$ cat config.mk
export PLATFORM = sky130hd
export DESIGN_NAME = stamp_latch_bank
export DESIGN_NICKNAME = d
export VERILOG_FILES = /design/src/rtl/stl_pkg.sv /design/src/rtl/stl_latch.sv /design/src/rtl/stl_alloc.sv /design/src/rtl/stl_rdmux.sv /design/src/rtl/stamp_latch_bank.sv
export SDC_FILE = /design/constraint.sdc
export NUM_CORES = 1
export LEC_CHECK = 0
export BUFFER_PORTS_ARGS = -buffer_cell sky130_fd_sc_hd__buf_4
export CORE_ASPECT_RATIO = 2
export CORE_MARGIN = 3
export CORE_UTILIZATION = 65
export DETAILED_ROUTE_END_ITERATION = 12
export PLACE_DENSITY = 0.84
export SETUP_SLACK_MARGIN = 0.05
export SLEW_MARGIN = 5
export SYNTH_ARGS = -nofsm -noshare
export SYNTH_HDL_FRONTEND = slang
export SYNTH_SLANG_ARGS = --single-unit
$ cat constraint.sdc
create_clock -name clk -period 5.1 [get_ports clk]
set_input_delay 0 -clock clk [delete_from_list [all_inputs] [get_ports clk]]
set_output_delay 0 -clock clk [all_outputs]
set_load 0.005 [all_outputs]
$ cat src/rtl/stl_pkg.sv
package stl_pkg;
  localparam int STL_ADDR_STATUS = 0;
  localparam int STL_ADDR_OVF    = 1;
  localparam int STL_ADDR_TX_LO  = 2;
  localparam int STL_ADDR_TX_HI  = 3;
  localparam int STL_RX_BASE     = 4;
endpackage

$ cat src/rtl/stl_latch.sv
module stl_latch #(
  parameter int WORD_W = 32
) (
  input  logic                clk,
  input  logic                rst_n,
  input  logic                cap_req,
  input  logic [2*WORD_W-1:0] time_in,
  input  logic                rd_lo,
  input  logic                rd_hi,
  output logic                full,
  output logic [WORD_W-1:0]   lo_word,
  output logic [WORD_W-1:0]   hi_shadow
);
  localparam int TIME_W = 2 * WORD_W;

  logic              full_q, full_d;
  logic [TIME_W-1:0] data_q;
  logic [WORD_W-1:0] shd_q;
  logic              cap_en;

  // capture only into an empty latch; a free in this cycle does not count
  assign cap_en = cap_req && !full_q;

  always_comb begin
    full_d = full_q;
    if (rd_hi)  full_d = 1'b0;
    if (cap_en) full_d = 1'b1;
  end

  always_ff @(posedge clk or negedge rst_n) begin
    if (!rst_n) begin
      full_q <= 1'b0;
      data_q <= '0;
      shd_q  <= '0;
    end else begin
      full_q <= full_d;
      if (cap_en) data_q <= time_in;
      if (rd_lo)  shd_q  <= data_q[TIME_W-1:WORD_W];
    end
  end

  assign full      = full_q;
  assign lo_word   = data_q[WORD_W-1:0];
  assign hi_shadow = shd_q;
endmodule

$ cat src/rtl/stl_alloc.sv
module stl_alloc #(
  parameter int N_SLOT = 4,
  localparam int IDX_W = $clog2(N_SLOT)
) (
  input  logic [N_SLOT-1:0] busy,
  input  logic              req,
  output logic              grant_vld,
  output logic [IDX_W-1:0]  grant_idx,
  output logic [N_SLOT-1:0] grant_vec
);
  always_comb begin
    grant_idx = '0;
    grant_vec = '0;
    // scan downward so the lowest free index is the last one written
    for (int i = N_SLOT - 1; i >= 0; i--) begin
      if (!busy[i]) begin
        grant_idx    = IDX_W'(i);
        grant_vec    = '0;
        grant_vec[i] = req;
      end
    end
    grant_vld = req && !(&busy);
  end
endmodule

$ cat src/rtl/stl_rdmux.sv
module stl_rdmux
  import stl_pkg::*;
#(
  parameter int WORD_W = 32,
  parameter int N_RX   = 4,
  parameter int ADDR_W = 4
) (
  input  logic [ADDR_W-1:0]           addr,
  input  logic [WORD_W-1:0]           status_w,
  input  logic [WORD_W-1:0]           ovf_w,
  input  logic [WORD_W-1:0]           tx_lo,
  input  logic [WORD_W-1:0]           tx_hi,
  input  logic [N_RX-1:0][WORD_W-1:0] rx_lo,
  input  logic [N_RX-1:0][WORD_W-1:0] rx_hi,
  output logic [WORD_W-1:0]           word
);
  always_comb begin
    word = '0;
    if (addr == ADDR_W'(STL_ADDR_STATUS)) word = status_w;
    if (addr == ADDR_W'(STL_ADDR_OVF))    word = ovf_w;
    if (addr == ADDR_W'(STL_ADDR_TX_LO))  word = tx_lo;
    if (addr == ADDR_W'(STL_ADDR_TX_HI))  word = tx_hi;
    for (int i = 0; i < N_RX; i++) begin
      if (addr == ADDR_W'(STL_RX_BASE + 2*i))     word = rx_lo[i];
      if (addr == ADDR_W'(STL_RX_BASE + 2*i + 1)) word = rx_hi[i];
    end
  end
endmodule

$ cat src/rtl/stamp_latch_bank.sv
module stamp_latch_bank
  import stl_pkg::*;
#(
  parameter int WORD_W = 32,
  parameter int N_RX   = 4,
  parameter int OVF_W  = 8,
  parameter int ADDR_W = 4
) (
  input  logic                      clk,
  input  logic                      rst_n,
  input  logic [2*WORD_W-1:0]       time_now,
  input  logic                      tx_evt,
  input  logic                      rx_evt,
  output logic                      rx_slot_vld,
  output logic [$clog2(N_RX)-1:0]   rx_slot_idx,
  input  logic                      tx_int_en,
  output logic                      tx_irq,
  input  logic                      rd_en,
  input  logic [ADDR_W-1:0]         rd_addr,
  output logic [WORD_W-1:0]         rd_data
);
  localparam int TIME_W = 2 * WORD_W;
  localparam int IDX_W  = $clog2(N_RX);
  localparam logic [OVF_W-1:0] OVF_MAX = '1;

  logic [N_RX-1:0]             rx_full, rx_cap, rx_lo_rd, rx_hi_rd;
  logic [N_RX-1:0][WORD_W-1:0] rx_lo_w, rx_hi_w;
  logic                        tx_full, tx_lo_rd, tx_hi_rd;
  logic [WORD_W-1:0]           tx_lo_w, tx_hi_w;
  logic                        st_rd, drop;
  logic [OVF_W-1:0]            ovf_q, ovf_d;
  logic                        drop_q, drop_d;
  logic [WORD_W-1:0]           status_w, ovf_w, rd_word, rd_data_q;

  // receive slot allocation, lowest free first
  stl_alloc #(.N_SLOT(N_RX)) u_alloc (
    .busy      (rx_full),
    .req       (rx_evt),
    .grant_vld (rx_slot_vld),
    .grant_idx (rx_slot_idx),
    .grant_vec (rx_cap)
  );

  for (genvar g = 0; g < N_RX; g++) begin : g_rx
    assign rx_lo_rd[g] = rd_en && (rd_addr == ADDR_W'(STL_RX_BASE + 2*g));
    assign rx_hi_rd[g] = rd_en && (rd_addr == ADDR_W'(STL_RX_BASE + 2*g + 1));
    stl_latch #(.WORD_W(WORD_W)) u_lat (
      .clk       (clk),
      .rst_n     (rst_n),
      .cap_req   (rx_cap[g]),
      .time_in   (time_now),
      .rd_lo     (rx_lo_rd[g]),
      .rd_hi     (rx_hi_rd[g]),
      .full      (rx_full[g]),
      .lo_word   (rx_lo_w[g]),
      .hi_shadow (rx_hi_w[g])
    );
  end

  assign tx_lo_rd = rd_en && (rd_addr == ADDR_W'(STL_ADDR_TX_LO));
  assign tx_hi_rd = rd_en && (rd_addr == ADDR_W'(STL_ADDR_TX_HI));
  assign st_rd    = rd_en && (rd_addr == ADDR_W'(STL_ADDR_STATUS));

  stl_latch #(.WORD_W(WORD_W)) u_tx (
    .clk       (clk),
    .rst_n     (rst_n),
    .cap_req   (tx_evt),
    .time_in   (time_now),
    .rd_lo     (tx_lo_rd),
    .rd_hi     (tx_hi_rd),
    .full      (tx_full),
    .lo_word   (tx_lo_w),
    .hi_shadow (tx_hi_w)
  );

  assign tx_irq = tx_full && tx_int_en;

  // dropped receive events: saturating count plus sticky flag
  assign drop = rx_evt && (&rx_full);

  always_comb begin
    ovf_d  = ovf_q;
    drop_d = drop_q;
    if (drop && (ovf_q != OVF_MAX)) ovf_d = ovf_q + OVF_W'(1);
    if (st_rd) drop_d = 1'b0;
    if (drop)  drop_d = 1'b1;
  end

  always_comb begin
    status_w             = '0;
    status_w[0]          = tx_full;
    status_w[N_RX:1]     = rx_full;
    status_w[N_RX+1]     = drop_q;
  end

  assign ovf_w = WORD_W'(ovf_q);

  stl_rdmux #(.WORD_W(WORD_W), .N_RX(N_RX), .ADDR_W(ADDR_W)) u_mux (
    .addr     (rd_addr),
    .status_w (status_w),
    .ovf_w    (ovf_w),
    .tx_lo    (tx_lo_w),
    .tx_hi    (tx_hi_w),
    .rx_lo    (rx_lo_w),
    .rx_hi    (rx_hi_w),
    .word     (rd_word)
  );

  always_ff @(posedge clk or negedge rst_n) begin
    if (!rst_n) begin
      ovf_q     <= '0;
      drop_q    <= 1'b0;
      rd_data_q <= '0;
    end else begin
      ovf_q  <= ovf_d;
      drop_q <= drop_d;
      if (rd_en) rd_data_q <= rd_word;
    end
  end

  assign rd_data = rd_data_q;

  logic unused_w;
  assign unused_w = ^{TIME_W, IDX_W};
endmodule

==> out/qor.yml, run 1 <==
cts:
  cts-root-buf: "clkbuf_16"
  cts.reportedPaths.clkPinSlew_ps: 70
  tritoncts.num_buffers: 45
  worstSkewPairLatency_ps: 570
  htree_num_levels: 2
  tritoncts: "yes"
  numClockSinks: 526
  post-cts-setup-buffer-count: 0
  clk_path_buf_depth: 3
routing:
  detailedRoute.firstPassIterationCount: 6
  drt_first_iter_violations: 1200
  average_wire_length_per_cell_after_detail_routing_um: 25.6
  dr_total_vias: 15300
  drc: 0
  detail-route-antenna-nets: 0
  detail_route.vias_per_cell: 6.63
  detail_route.wirelength_um: 59100
floorplan:
  initial_utilization: 0.660
  design.portCount: 110
  die_area_um2: 37400
  fp.coreArea_um2: 34500
  die_height_um: 271
  die_w_um: 138
  num_rows: 96
synth:
  synth.area.mux_share: 0.260
  yosys_most_used_dff: "dfrtp_1"
  netlist_instances: 1707
  post-synth-top-area-cell: "dfrtp_1"
  post-synth-top-area-fraction: 0.579
  post_synth_num_cell_types: 65
  synth_compound_gate_area_share: 0.0844
  post_synth_most_frequent_cells: "dfrtp_1 (526), mux2_2 (479), nor2_1 (88), o21ai_0 (81)"
  synth_simple_gate_area_frac: 0.0403
  post_synth_main_area_contributors: "dfrtp_1 (58%), mux2_2 (24%), o21ai_0 (1.8%), buf_2 (1.5%), nor2_1 (1.5%)"
  syn-cell-area_um2: 22700
  synth_sequential_area_ratio: 0.579
  dominant_combinational_cell_family_by_area_after_synthesis: "multiplexers"
  asyncSetResetFlopFracSynth: 1.00
  avgSynthCellArea_um2: 13.3
  synth_xor_xnor_area_share: 0.00270
  yosys_warnings: 0
  synthAdderAreaFrac: 0.000550
  number_of_synthesized_flops_with_an_enable_pin: 0
  syn-num-nets: 1782
  synth-seq-cells: 526
  yosysMostFrequentCell: "dfrtp_1"
placement:
  placed_instances: 2160
  routabilityCongestion: 0.866
  dp_hpwl_um: 35200
  placement.io_buffers: 109
grt:
  first_global_vias: 16600
  grt.overflow.total: 0
  number_of_antenna_violations_at_the_first_check_in_global_routing: 1
  grt_pass1_wl_um: 93300
  maximum_number_of_pins_on_one_net_before_global_route_repair: 175
  gr-usage-all-layers: 0.317
cells_and_area:
  flow.area_growth_from_synthesis_pct: 13.8
  post_route_cells_drive_above_1_share: 0.385
  final_cells: 2309
  sequential_cell_area_um2: 13200
  multiInputGateArea_um2: 8870
  nNetsFinal: 1910
  filler_cell_count: 2083
setup_path:
  path_class: "input port to register"
  critical_path.max_fanout: 24
  worst_setup_path_start_kind: "input port"
  arrival_ps: 3520
  setup.worst_path.end_class: "register"
  critPathRequiredTime_ps: 5550
timing:
  fmax_ghz: 0.326
  finalHoldWorstSlack_ps: 8.27
  slew_headroom: 0.0978
  timing_max_transition_violations_final: 0
  fin_crit_ps: 3070
  skew_ps: 14.5
  layout_worst_path_cycle_share: 0.602
  grt_setup_unrepaired: "no"
  timing_worst_slew_pin_value_ps: 1350
  final-setup-viol-count: 0
  final_hold_viol_count: 0
  timing.setup.tns_ps: 0
hold_path:
  hold_path.class: "input port to async pin"
power_and_ir_drop:
  p_per_area_nw_per_um2: 521
  reported_leakage_power_nw: 11.3
  vdd.ir_drop.worst_v: 0.000347
status:
  run_status: "completed"
job:
  maxCapViolations: 0
## per-stage QoR
stage | util | total power [mW] | instance area (µm²) | worst slack, ps
CTS | 0.751 | 13.5 | 25900 | 2170
finish | 0.751 | 13.5 | 25900 | 2030
global route | 0.751 | 14.1 | 25900 | 1990
floorplan | - | 8.89 | 22700 | 3410
detailed placement | 0.688 | 9.95 | 23700 | 1910
global placement | 0.688 | 9.65 | 23700 | 2020
## area by class of cell
class	count	area share
inverters	26	0.00377
clock buffers	65	0.0512
flip-flops and latches	526	0.509
well taps	441	0.0213
repair buffers	200	0.0664
clock inverters	14	0.00599
diodes	1	0.0000967
multi-input cells	1036	0.343
## worst paths after layout
path / from / endpoint / slack, ps / cells after the start
setup / recovery: rd_addr[3] / rd_data[11] / 2030 / 7
hold / removal: rst_n / ovf_q[3] / 8 / 2
setup reg to reg: g_rx[0].u_lat.full / g_rx[0].u_lat.data_q[11] / 2440 / 3
hold reg to reg: g_rx[3].u_lat.data_q[62] / g_rx[3].u_lat.hi_shadow[30] / 480 / 1
max in group asynchronous: rst_n / g_rx[1].u_lat.data_q[51] / 3620 / 3
min in group clk: rd_addr[1] / rd_data[0] / 180 / 4
## where the power goes
part           internal [mW]  total, mW  leakage, nW  switching (mW)
Combinational           1.83       3.11         4.23            1.27
Clock                   1.96       3.47        0.731            1.52
Sequential              5.91       6.91         6.35           0.993
## sequential cells by signal, summed over array words and instances (netlist names)
name / count
drop_q: 1
g_rx.u_lat.data_q: 256
g_rx.u_lat.full: 4
g_rx.u_lat.hi_shadow: 128
ovf_q: 8
rd_data: 32
u_tx.data_q: 64
u_tx.full: 1
u_tx.hi_shadow: 32
## worst max-delay path, stage by stage
cell and delay, ps:
dlygate4sd3_1 530, buf_4 330, nor2b_1 900, nand2_1 930, o21ai_0 380, o22ai_1 160
a31o_2 270
## cell families after synthesis
group | Yosys count
AND/OR/NAND/NOR | 206
adder cells (fa/ha/maj) | 1
AO/OA/AOI/OAI | 297
multiplexers | 525
flip-flops | 526
buffers and inverters | 145
XOR/XNOR | 7
## timing repair
| item | in CTS | in global routing |
|---|---|---|
| hold endpoints to repair | 416 | 0 |
| gates resized for setup | 0 | 0 |
| hold buffers | 69 | 0 |
## metal layers
layer  share of wire  track usage  vias to the layer above
li1                -            -                     6393
met1            0.36        0.374                     7980
met2            0.52        0.555                      724
met3           0.059       0.0435                      212
met4           0.058        0.179                        0
met5               0            0                        -
## layout by cell type, fill, tap and decap left out, types with 10 or more instances in the layout
master / netlist / final
mux2_2: 479 / 479
nand2_1: 69 / 68
dfrtp_1: 526 / 526
nor2_1: 88 / 87
clkbuf_16: 0 / 47
a21oi_1: 61 / 61
o21ai_0: 81 / 81
a31o_2: 18 / 18
mux2_1: 13 / 13
mux2i_1: 29 / 29
o22ai_1: 48 / 48
clkbuf_1: 24 / 10
dlygate4sd3_1: 0 / 69
inv_1: 24 / 24
o22a_1: 20 / 20
buf_4: 14 / 127
Power figures use the tool's default switching activity.
==> run 2, diff against run 1 <==
--- a/config.mk
+++ b/config.mk
@@ -8,9 +8,9 @@
 export BUFFER_PORTS_ARGS = -buffer_cell sky130_fd_sc_hd__buf_4
 export CORE_ASPECT_RATIO = 2
 export CORE_MARGIN = 3
-export CORE_UTILIZATION = 65
+export CORE_UTILIZATION = 55
 export DETAILED_ROUTE_END_ITERATION = 12
-export PLACE_DENSITY = 0.84
+export PLACE_DENSITY = 0.75
 export SETUP_SLACK_MARGIN = 0.05
 export SLEW_MARGIN = 5
 export SYNTH_ARGS = -nofsm -noshare
==> constraint.sdc (replaced) <==
create_clock -name clk -period 2.6 [get_ports clk]
set_input_delay 0 -clock clk [delete_from_list [all_inputs] [get_ports clk]]
set_output_delay 0 -clock clk [all_outputs]
set_load 0.005 [all_outputs]
==> run 2 against run 1 <==
Effect of this change:
- combinational power up 98%
- count of clock-buffer cells in the layout down 2
- non-clock buffer count grew 48
- critical endpoint is now ovf_q[5]
==> out/qor.yml, run 2 (synthesis results as in run 1) <==
status:
  run_status: "completed"  # unchanged
setup_path:
  crit_family: "simple AND/OR/NAND/NOR gates"  # unchanged
  critPathRequiredTime_ps: 3090  # was 5550 ps
  path_class: "register to register"  # was input port to register
  critical_path.cell_chain: "ha_1, and3_1, a211oi_2, nand4_1, nor2_1, xor2_1"  # was dlygate4sd3_1, buf_4, nor2b_1, nand2_1, o21ai_0, o22ai_1, a31o_2
  worst_setup_path_start_kind: "register"  # was input port
  setup.worst_path.end_class: "register"  # unchanged
  setup.worst_path.start: "ovf_q[0]"  # was rd_addr[3]
  critPathMaxStageDelay_ps: 470  # was 930 ps
  cp_slowest_cell: "dfrtp_1"  # was nand2_1
  critPathBufInv: 0  # was 2
  r2r_cells: 6  # was 3
  worstSetupPathDepth: 6  # was 7
  arrival_ps: 2470  # was 3520 ps
  critical_path.reg2reg.startpoint: "ovf_q[0]"  # was g_rx[0].u_lat.full
  critical_path.max_fanout: 5  # was 24
timing:
  final-setup-viol-count: 0  # unchanged
  timing.setup.tns_ps: 0  # unchanged
  slew_headroom: 0.520  # was 0.0978
  skew_ps: 18.1  # was 14.5 ps
  timing_worst_slew_pin_value_ps: 721  # was 1350 ps
  fmax_ghz: 0.504
  grt_setup_unrepaired: "no"  # unchanged
  layout_worst_path_cycle_share: 0.764
  finalHoldWorstSlack_ps: 78.2  # was 8.27 ps
  timing_max_transition_violations_final: 0  # unchanged
  final_hold_viol_count: 0  # unchanged
  fin_crit_ps: 1990
cells_and_area:
  fin_area_um2: 26600  # was 25900 µm²
  antenna-diode-count: 0  # was 1
  flow.area_growth_from_synthesis_pct: 17.0  # was 13.8%
  final_cells: 2448  # was 2309
  sequential_cell_area_um2: 13200  # unchanged
  multiInputGateArea_um2: 8870  # unchanged
  nNetsFinal: 1958  # was 1910
  layout.cells.most_common_list: "dfrtp_1 (526), mux2_2 (479), buf_4 (161), nor2_1 (87), o21ai_0 (81)"  # was dfrtp_1 (526), mux2_2 (479), buf_4 (127), nor2_1 (87), o21ai_0 (81)
  flip_flop_count_of_the_largest_register_all_copies_and_words_added: 256  # unchanged
  post_route_cells_drive_above_1_share: 0.402  # was 0.385
  layout_commonest_cell: "dfrtp_1"  # unchanged
  top_register: "g_rx.u_lat.data_q"  # unchanged
  filler_cell_count: 3054  # was 2083
grt:
  grt.overflow.total: 0  # unchanged
  grt_pass1_wl_um: 93000  # was 93300 µm
  first_global_vias: 16000  # was 16600
  maximum_number_of_pins_on_one_net_before_global_route_repair: 127  # was 175
  gr-usage-all-layers: 0.275  # was 0.317
  number_of_antenna_violations_at_the_first_check_in_global_routing: 0  # was 1
floorplan:
  die_height_um: 294  # was 271 µm
  initial_utilization: 0.560  # was 0.660
  design.portCount: 110  # unchanged
  num_rows: 104  # was 96
  fp.coreArea_um2: 40600  # was 34500 µm²
  die_area_um2: 44000  # was 37400 µm²
  die_w_um: 150  # was 138 µm
hold_path:
  hold_path.class: "input port to register"  # was input port to async pin
  min_path_cells: 4
  min_from: "rd_addr[1]"
cts:
  cts.reportedPaths.clkPinSlew_ps: 70  # about the same
  tritoncts.num_buffers: 45  # unchanged
  worstSkewPairLatency_ps: 570  # about the same
  htree_num_levels: 2  # unchanged
  tritoncts: "yes"  # unchanged
  numClockSinks: 526  # unchanged
  post-cts-setup-buffer-count: 0  # unchanged
  clk_path_buf_depth: 3  # unchanged
  cts-root-buf: "clkbuf_16"  # unchanged
routing:
  detail_route.wirelength_um: 60000  # was 59100 µm
  drt_first_iter_violations: 1085  # was 1200
  detail-route-antenna-nets: 0  # unchanged
  detail_route.vias_per_cell: 6.09  # was 6.63
  average_wire_length_per_cell_after_detail_routing_um: 24.5  # was 25.6 µm
  detailedRoute.firstPassIterationCount: 7  # was 6
  dr_total_vias: 14900  # was 15300
  drc: 0  # unchanged
placement:
  placed_instances: 2296  # was 2160
  routabilityCongestion: 0.875  # was 0.866
  dp_hpwl_um: 37800  # was 35200 µm
  placement.io_buffers: 109  # unchanged
  placedInstanceArea_um2: 24300  # was 23700 µm²
power_and_ir_drop:
  p_per_area_nw_per_um2: 1010  # was 521 nW/µm²
  fin_total_pwr_mw: 26.8  # was 13.5 mW
  reported_leakage_power_nw: 11.7  # was 11.3 nW
  vdd.ir_drop.worst_v: 0.000674  # was 0.000347 V
job:
  maxCapViolations: 0  # unchanged
## run 2: report_power, final
part,leakage (nW),internal (mW),switching (mW)
logic,4.54,3.67,2.48
registers,6.35,11.6,1.88
clock network,0.779,4.14,3.04
## run 2: repair_timing
| item | 4_1_cts | 5_1_grt |
|---|---|---|
| endpoints found under the hold margin | 795 | 0 |
| hold buffers | 70 | 0 |
| resized for setup | 0 | 0 |
## run 2: stage by stage
step / worst slack, ps / util
after floorplan: 915 / -
after global placement: 624 / 0.599
after detailed placement: 614 / 0.599
after CTS: 587 / 0.656
after global routing: 510 / 0.656
final: 615 / 0.656
## run 2: cell type report
class / instances / area share
flip-flops and latches: 526 / 0.494
multi-input cells: 1036 / 0.333
repair buffers: 248 / 0.0850
clock buffers: 63 / 0.0494
well taps: 530 / 0.0249
clock inverters: 19 / 0.00945
inverters: 26 / 0.00367
## run 2: worst reg2reg max path, stage by stage (launching register included)
cell and delay [ps]:
dfrtp_1 470, ha_1 260, and3_1 180, a211oi_2 380, nand4_1 260, nor2_1 200
xor2_1 160
## run 2: path summary, 6_finish.rpt
check / endpoint / slack, ps
setup reg to reg: ovf_q[5] / 610
hold / removal: rd_data[0] / 80
min in group asynchronous: g_rx[0].u_lat.data_q[10] / 130
setup / recovery: ovf_q[5] / 610
hold reg to reg: u_tx.hi_shadow[4] / 490
max in group asynchronous: g_rx[3].u_lat.hi_shadow[28] / 1810
## run 2: metal layers
layer	GRT usage	wire length (µm)
met5	0	0
met2	0.484	31500
met3	0.0302	2860
met4	0.132	3220
met1	0.335	22400
==> run 3, diff against run 2 <==
--- a/config.mk
+++ b/config.mk
@@ -5,12 +5,13 @@
 export SDC_FILE = /design/constraint.sdc
 export NUM_CORES = 1
 export LEC_CHECK = 0
+export ABC_AREA = 1
 export BUFFER_PORTS_ARGS = -buffer_cell sky130_fd_sc_hd__buf_4
 export CORE_ASPECT_RATIO = 2
 export CORE_MARGIN = 3
-export CORE_UTILIZATION = 55
+export CORE_UTILIZATION = 61
 export DETAILED_ROUTE_END_ITERATION = 12
-export PLACE_DENSITY = 0.75
+export PLACE_DENSITY = 0.79
 export SETUP_SLACK_MARGIN = 0.05
 export SLEW_MARGIN = 5
 export SYNTH_ARGS = -nofsm -noshare
==> constraint.sdc (replaced) <==
create_clock -name clk -period 2 [get_ports clk]
set_input_delay 0 -clock clk [delete_from_list [all_inputs] [get_ports clk]]
set_output_delay 0 -clock clk [all_outputs]
set_load 0.005 [all_outputs]
==> run 3 against run 2 <==
Effect of this change:
- routed wire length up 2.5%
- die area shrank 13%
- total power up 29%
- synthesized area is 4.0% lower
- cell count grew 25%
- count of clock-buffer cells in the layout rose by 2
- register-to-register slack lost 390 ps
- sequential share of layout area rose by 1.8 points
- clock skew shrank 2.8 ps
- synthesized cell count increased by 42%
- worst setup slack lost 480 ps
- critical path type is now input port to register
==> out/qor.yml, run 3 <==
status:
  run_status: "completed"  # unchanged
cts:
  clk_path_buf_depth: 3  # unchanged
  tritoncts.num_buffers: 44  # was 45
  cts-root-buf: "clkbuf_16"  # unchanged
  post-cts-setup-buffer-count: 0  # unchanged
  htree_num_levels: 2  # unchanged
  cts.reportedPaths.clkPinSlew_ps: 70  # about the same
  worstSkewPairLatency_ps: 560  # was 570 ps
  tritoncts: "yes"  # unchanged
  numClockSinks: 526  # unchanged
job:
  maxCapViolations: 0  # unchanged
setup_path:
  crit_family: "buffers and inverters"  # was simple AND/OR/NAND/NOR gates
  critPathRequiredTime_ps: 2450  # was 3090 ps
  arrival_ps: 2320  # was 2470 ps
  setup.worst_path.end_class: "register"  # unchanged
  worst_setup_path_start_kind: "input port"  # was register
  critical_path.max_fanout: 5  # unchanged
  critPathBufInv: 5  # was 0
  cp_slowest_cell: "dlygate4sd3_1"  # was dfrtp_1
  critical_path.cell_chain: "dlygate4sd3_1, buf_4, inv_2, nand2_1, dlygate4sd3_1, nor2_4, dlygate4sd3_1, nand2_1, nand2_1, nand2_1"  # was ha_1, and3_1, a211oi_2, nand4_1, nor2_1, xor2_1
  path_class: "input port to register"  # was register to register
  path_common_cell: "nand2_1"
  critPathMaxStageDelay_ps: 590  # was 470 ps
synth:
  post_synth_most_frequent_cells: "nand2_1 (587), dfrtp_1 (526), o21ai_0 (408), inv_1 (235), nor2_1 (187)"  # was dfrtp_1 (526), mux2_2 (479), nor2_1 (88), o21ai_0 (81)
  avgSynthCellArea_um2: 8.99  # was 13.3 µm²
  syn-num-nets: 2504  # was 1782
  post_synth_num_cell_types: 28  # was 65
  yosys_most_used_dff: "dfrtp_1"  # unchanged
  synth.area.mux_share: 0.0351  # was 0.260
  synth-seq-cells: 526  # unchanged
  synth_compound_gate_area_share: 0.130  # was 0.0844
  yosys_warnings: 0  # unchanged
  synth_sequential_area_ratio: 0.603  # was 0.579
  synth_xor_xnor_area_share: 0.00241  # was 0.00270
  yosysMostFrequentCell: "nand2_1"  # was dfrtp_1
  post_synth_main_area_contributors: "dfrtp_1 (60%), nand2_1 (10%), o21ai_0 (9.3%), inv_1 (4.0%), mux2_2 (3.5%)"  # was dfrtp_1 (58%), mux2_2 (24%), o21ai_0 (1.8%), buf_2 (1.5%), nor2_1 (1.5%)
  syn-cell-area_um2: 21800  # was 22700 µm²
  asyncSetResetFlopFracSynth: 1.00  # unchanged
  synthAdderAreaFrac: 0.000573  # was 0.000550
  dominant_combinational_cell_family_by_area_after_synthesis: "simple AND/OR/NAND/NOR gates"  # was multiplexers
  post-synth-top-area-fraction: 0.603  # was 0.579
  number_of_synthesized_flops_with_an_enable_pin: 0  # unchanged
  synth_simple_gate_area_frac: 0.162  # was 0.0403
  post-synth-top-area-cell: "dfrtp_1"  # unchanged
  netlist_instances: 2429  # was 1707
floorplan:
  die_w_um: 140  # was 150 µm
  die_area_um2: 38300  # was 44000 µm²
  fp.coreArea_um2: 35200  # was 40600 µm²
  initial_utilization: 0.621  # was 0.560
  die_height_um: 274  # was 294 µm
  design.portCount: 110  # unchanged
  num_rows: 97  # was 104
cells_and_area:
  nNetsFinal: 2660  # was 1958
  flip_flop_count_of_the_largest_register_all_copies_and_words_added: 256  # unchanged
  post_route_cells_drive_above_1_share: 0.133  # was 0.402
  top_register: "g_rx.u_lat.data_q"  # unchanged
  layout.cells.most_common_list: "nand2_1 (580), dfrtp_1 (526), o21ai_0 (408), inv_1 (235), nor2_1 (184)"  # was dfrtp_1 (526), mux2_2 (479), buf_4 (161), nor2_1 (87), o21ai_0 (81)
  fin_area_um2: 25700  # was 26600 µm²
  utilization_after_layout: 0.730  # was 0.656
  antenna-diode-count: 0  # unchanged
  flow.area_growth_from_synthesis_pct: 17.7  # was 17.0%
  layout_commonest_cell: "nand2_1"  # was dfrtp_1
  filler_cell_count: 2486  # was 3054
routing:
  average_wire_length_per_cell_after_detail_routing_um: 20.1  # was 24.5 µm
  detail_route.wirelength_um: 61500  # was 60000 µm
  drc: 0  # unchanged
  detailedRoute.firstPassIterationCount: 5  # was 7
  drt_first_iter_violations: 1403  # was 1085
  detail_route.vias_per_cell: 5.79  # was 6.09
  dr_total_vias: 17700  # was 14900
  detail-route-antenna-nets: 0  # unchanged
grt:
  gr-usage-all-layers: 0.328  # was 0.275
  grt_pass1_wl_um: 98500  # was 93000 µm
  number_of_antenna_violations_at_the_first_check_in_global_routing: 0  # unchanged
  first_global_vias: 18700  # was 16000
  maximum_number_of_pins_on_one_net_before_global_route_repair: 72  # was 127
  grt.overflow.total: 0  # unchanged
timing:
  timing.setup.tns_ps: 0  # unchanged
  fmax_ghz: 0.535
  fin_crit_ps: 1870
  skew_ps: 15.3  # was 18.1 ps
  layout_worst_path_cycle_share: 0.934
  grt_setup_unrepaired: "no"  # unchanged
  final-setup-viol-count: 0  # unchanged
  final_hold_viol_count: 0  # unchanged
  timing_worst_slew_pin_value_ps: 689  # was 721 ps
  finalHoldWorstSlack_ps: 93.4  # was 78.2 ps
  timing_max_transition_violations_final: 0  # unchanged
  slew_headroom: 0.541  # was 0.520
placement:
  routabilityCongestion: 0.872  # was 0.875
  placement.io_buffers: 109  # unchanged
  dp_hpwl_um: 39700  # was 37800 µm
  placedInstanceArea_um2: 23400  # was 24300 µm²
power_and_ir_drop:
  vdd.ir_drop.worst_v: 0.000967  # was 0.000674 V
  p_per_area_nw_per_um2: 1340  # was 1010 nW/µm²
  reported_leakage_power_nw: 13.0  # was 11.7 nW
hold_path:
  hold_path.class: "input port to register"  # unchanged
## run 3: cell types whose count changed in the layout (fill, tap and decap cells not counted), sizes merged, moves of 12 or more
cell	change
nand4	+12
a31o	-24
o22a	-20
nand3	+60
o21ai	+340
a21oi	+80
nand2	+523
nor2	+103
mux2i	-29
inv	+222
o22ai	-48
mux2	-424
## run 3: kinds of logic (layout without fill, tap and decap cells)
logic type,after synthesis,after routing
simple gates,885,885
compound gates,565,565
flops,526,526
fa+ha+maj,1,1
buf+inv,378,567
xor+xnor,6,6
mux,68,68
## run 3: what timing repair did
action / CTS / global route
setup endpoints to repair: 0 / 2
gates resized for setup: 0 / 3
endpoints found under the hold margin: 860 / 0
hold buffers: 73 / 0
## run 3: metrics by stage
| step | std cells | total power, mW | setup slack (ps) |
|---|---|---|---|
| after CTS | 3063 | 34.5 | 89.7 |
| after global placement | 2911 | 24.6 | 288 |
| after detailed placement | 2911 | 25.3 | 230 |
| final | 3063 | 34.5 | 132 |
| after floorplan | 2429 | 22.2 | 411 |
| after global routing | 3063 | 36.7 | 55.5 |
## run 3: final timing paths
kind / cells after the start / start / slack, ps / endpoint
setup / recovery: 10 / rd_addr[0] / 130 / drop_q
hold / removal: 7 / rd_addr[1] / 90 / rd_data[6]
setup reg to reg: 10 / ovf_q[0] / 220 / ovf_q[7]
hold reg to reg: 2 / g_rx[2].u_lat.data_q[54] / 480 / g_rx[2].u_lat.data_q[54]
max in group asynchronous: 4 / rst_n / 610 / u_tx.hi_shadow[3]
min in group asynchronous: 3 / rst_n / 520 / u_tx.hi_shadow[2]
## run 3: cell type report
type | count | area (µm²) | share of cell area
Sequential cell | 526 | 13200 | 0.512
Clock buffer | 65 | 1330 | 0.0518
Multi-Input combinational cell | 1525 | 7270 | 0.283
Tap cell | 445 | 557 | 0.0217
Clock inverter | 14 | 185 | 0.00720
Inverter | 244 | 916 | 0.0356
Timing Repair Buffer | 244 | 2280 | 0.0889
## run 3: routing by layer
layer	track usage	routed length, µm	vias up
li1	-	-	8061
met1	0.365	21200	8736
met2	0.574	31900	700
met3	0.0430	3350	252
met4	0.233	4990	0
met5	0	0	-
## run 3: worst register-to-register path, delay by kind of cell (launching register included)
| family | cells | cell delay [ps] |
|---|---|---|
| adder cells (fa/ha/maj) | 1 | 240 |
| flip-flops | 1 | 420 |
| AND/OR/NAND/NOR | 9 | 1020 |
## run 3: report_power, final
group,internal [mW],switching [mW]
Combinational,3.23,4.57
Clock,5.15,3.89
Sequential,15.2,2.45
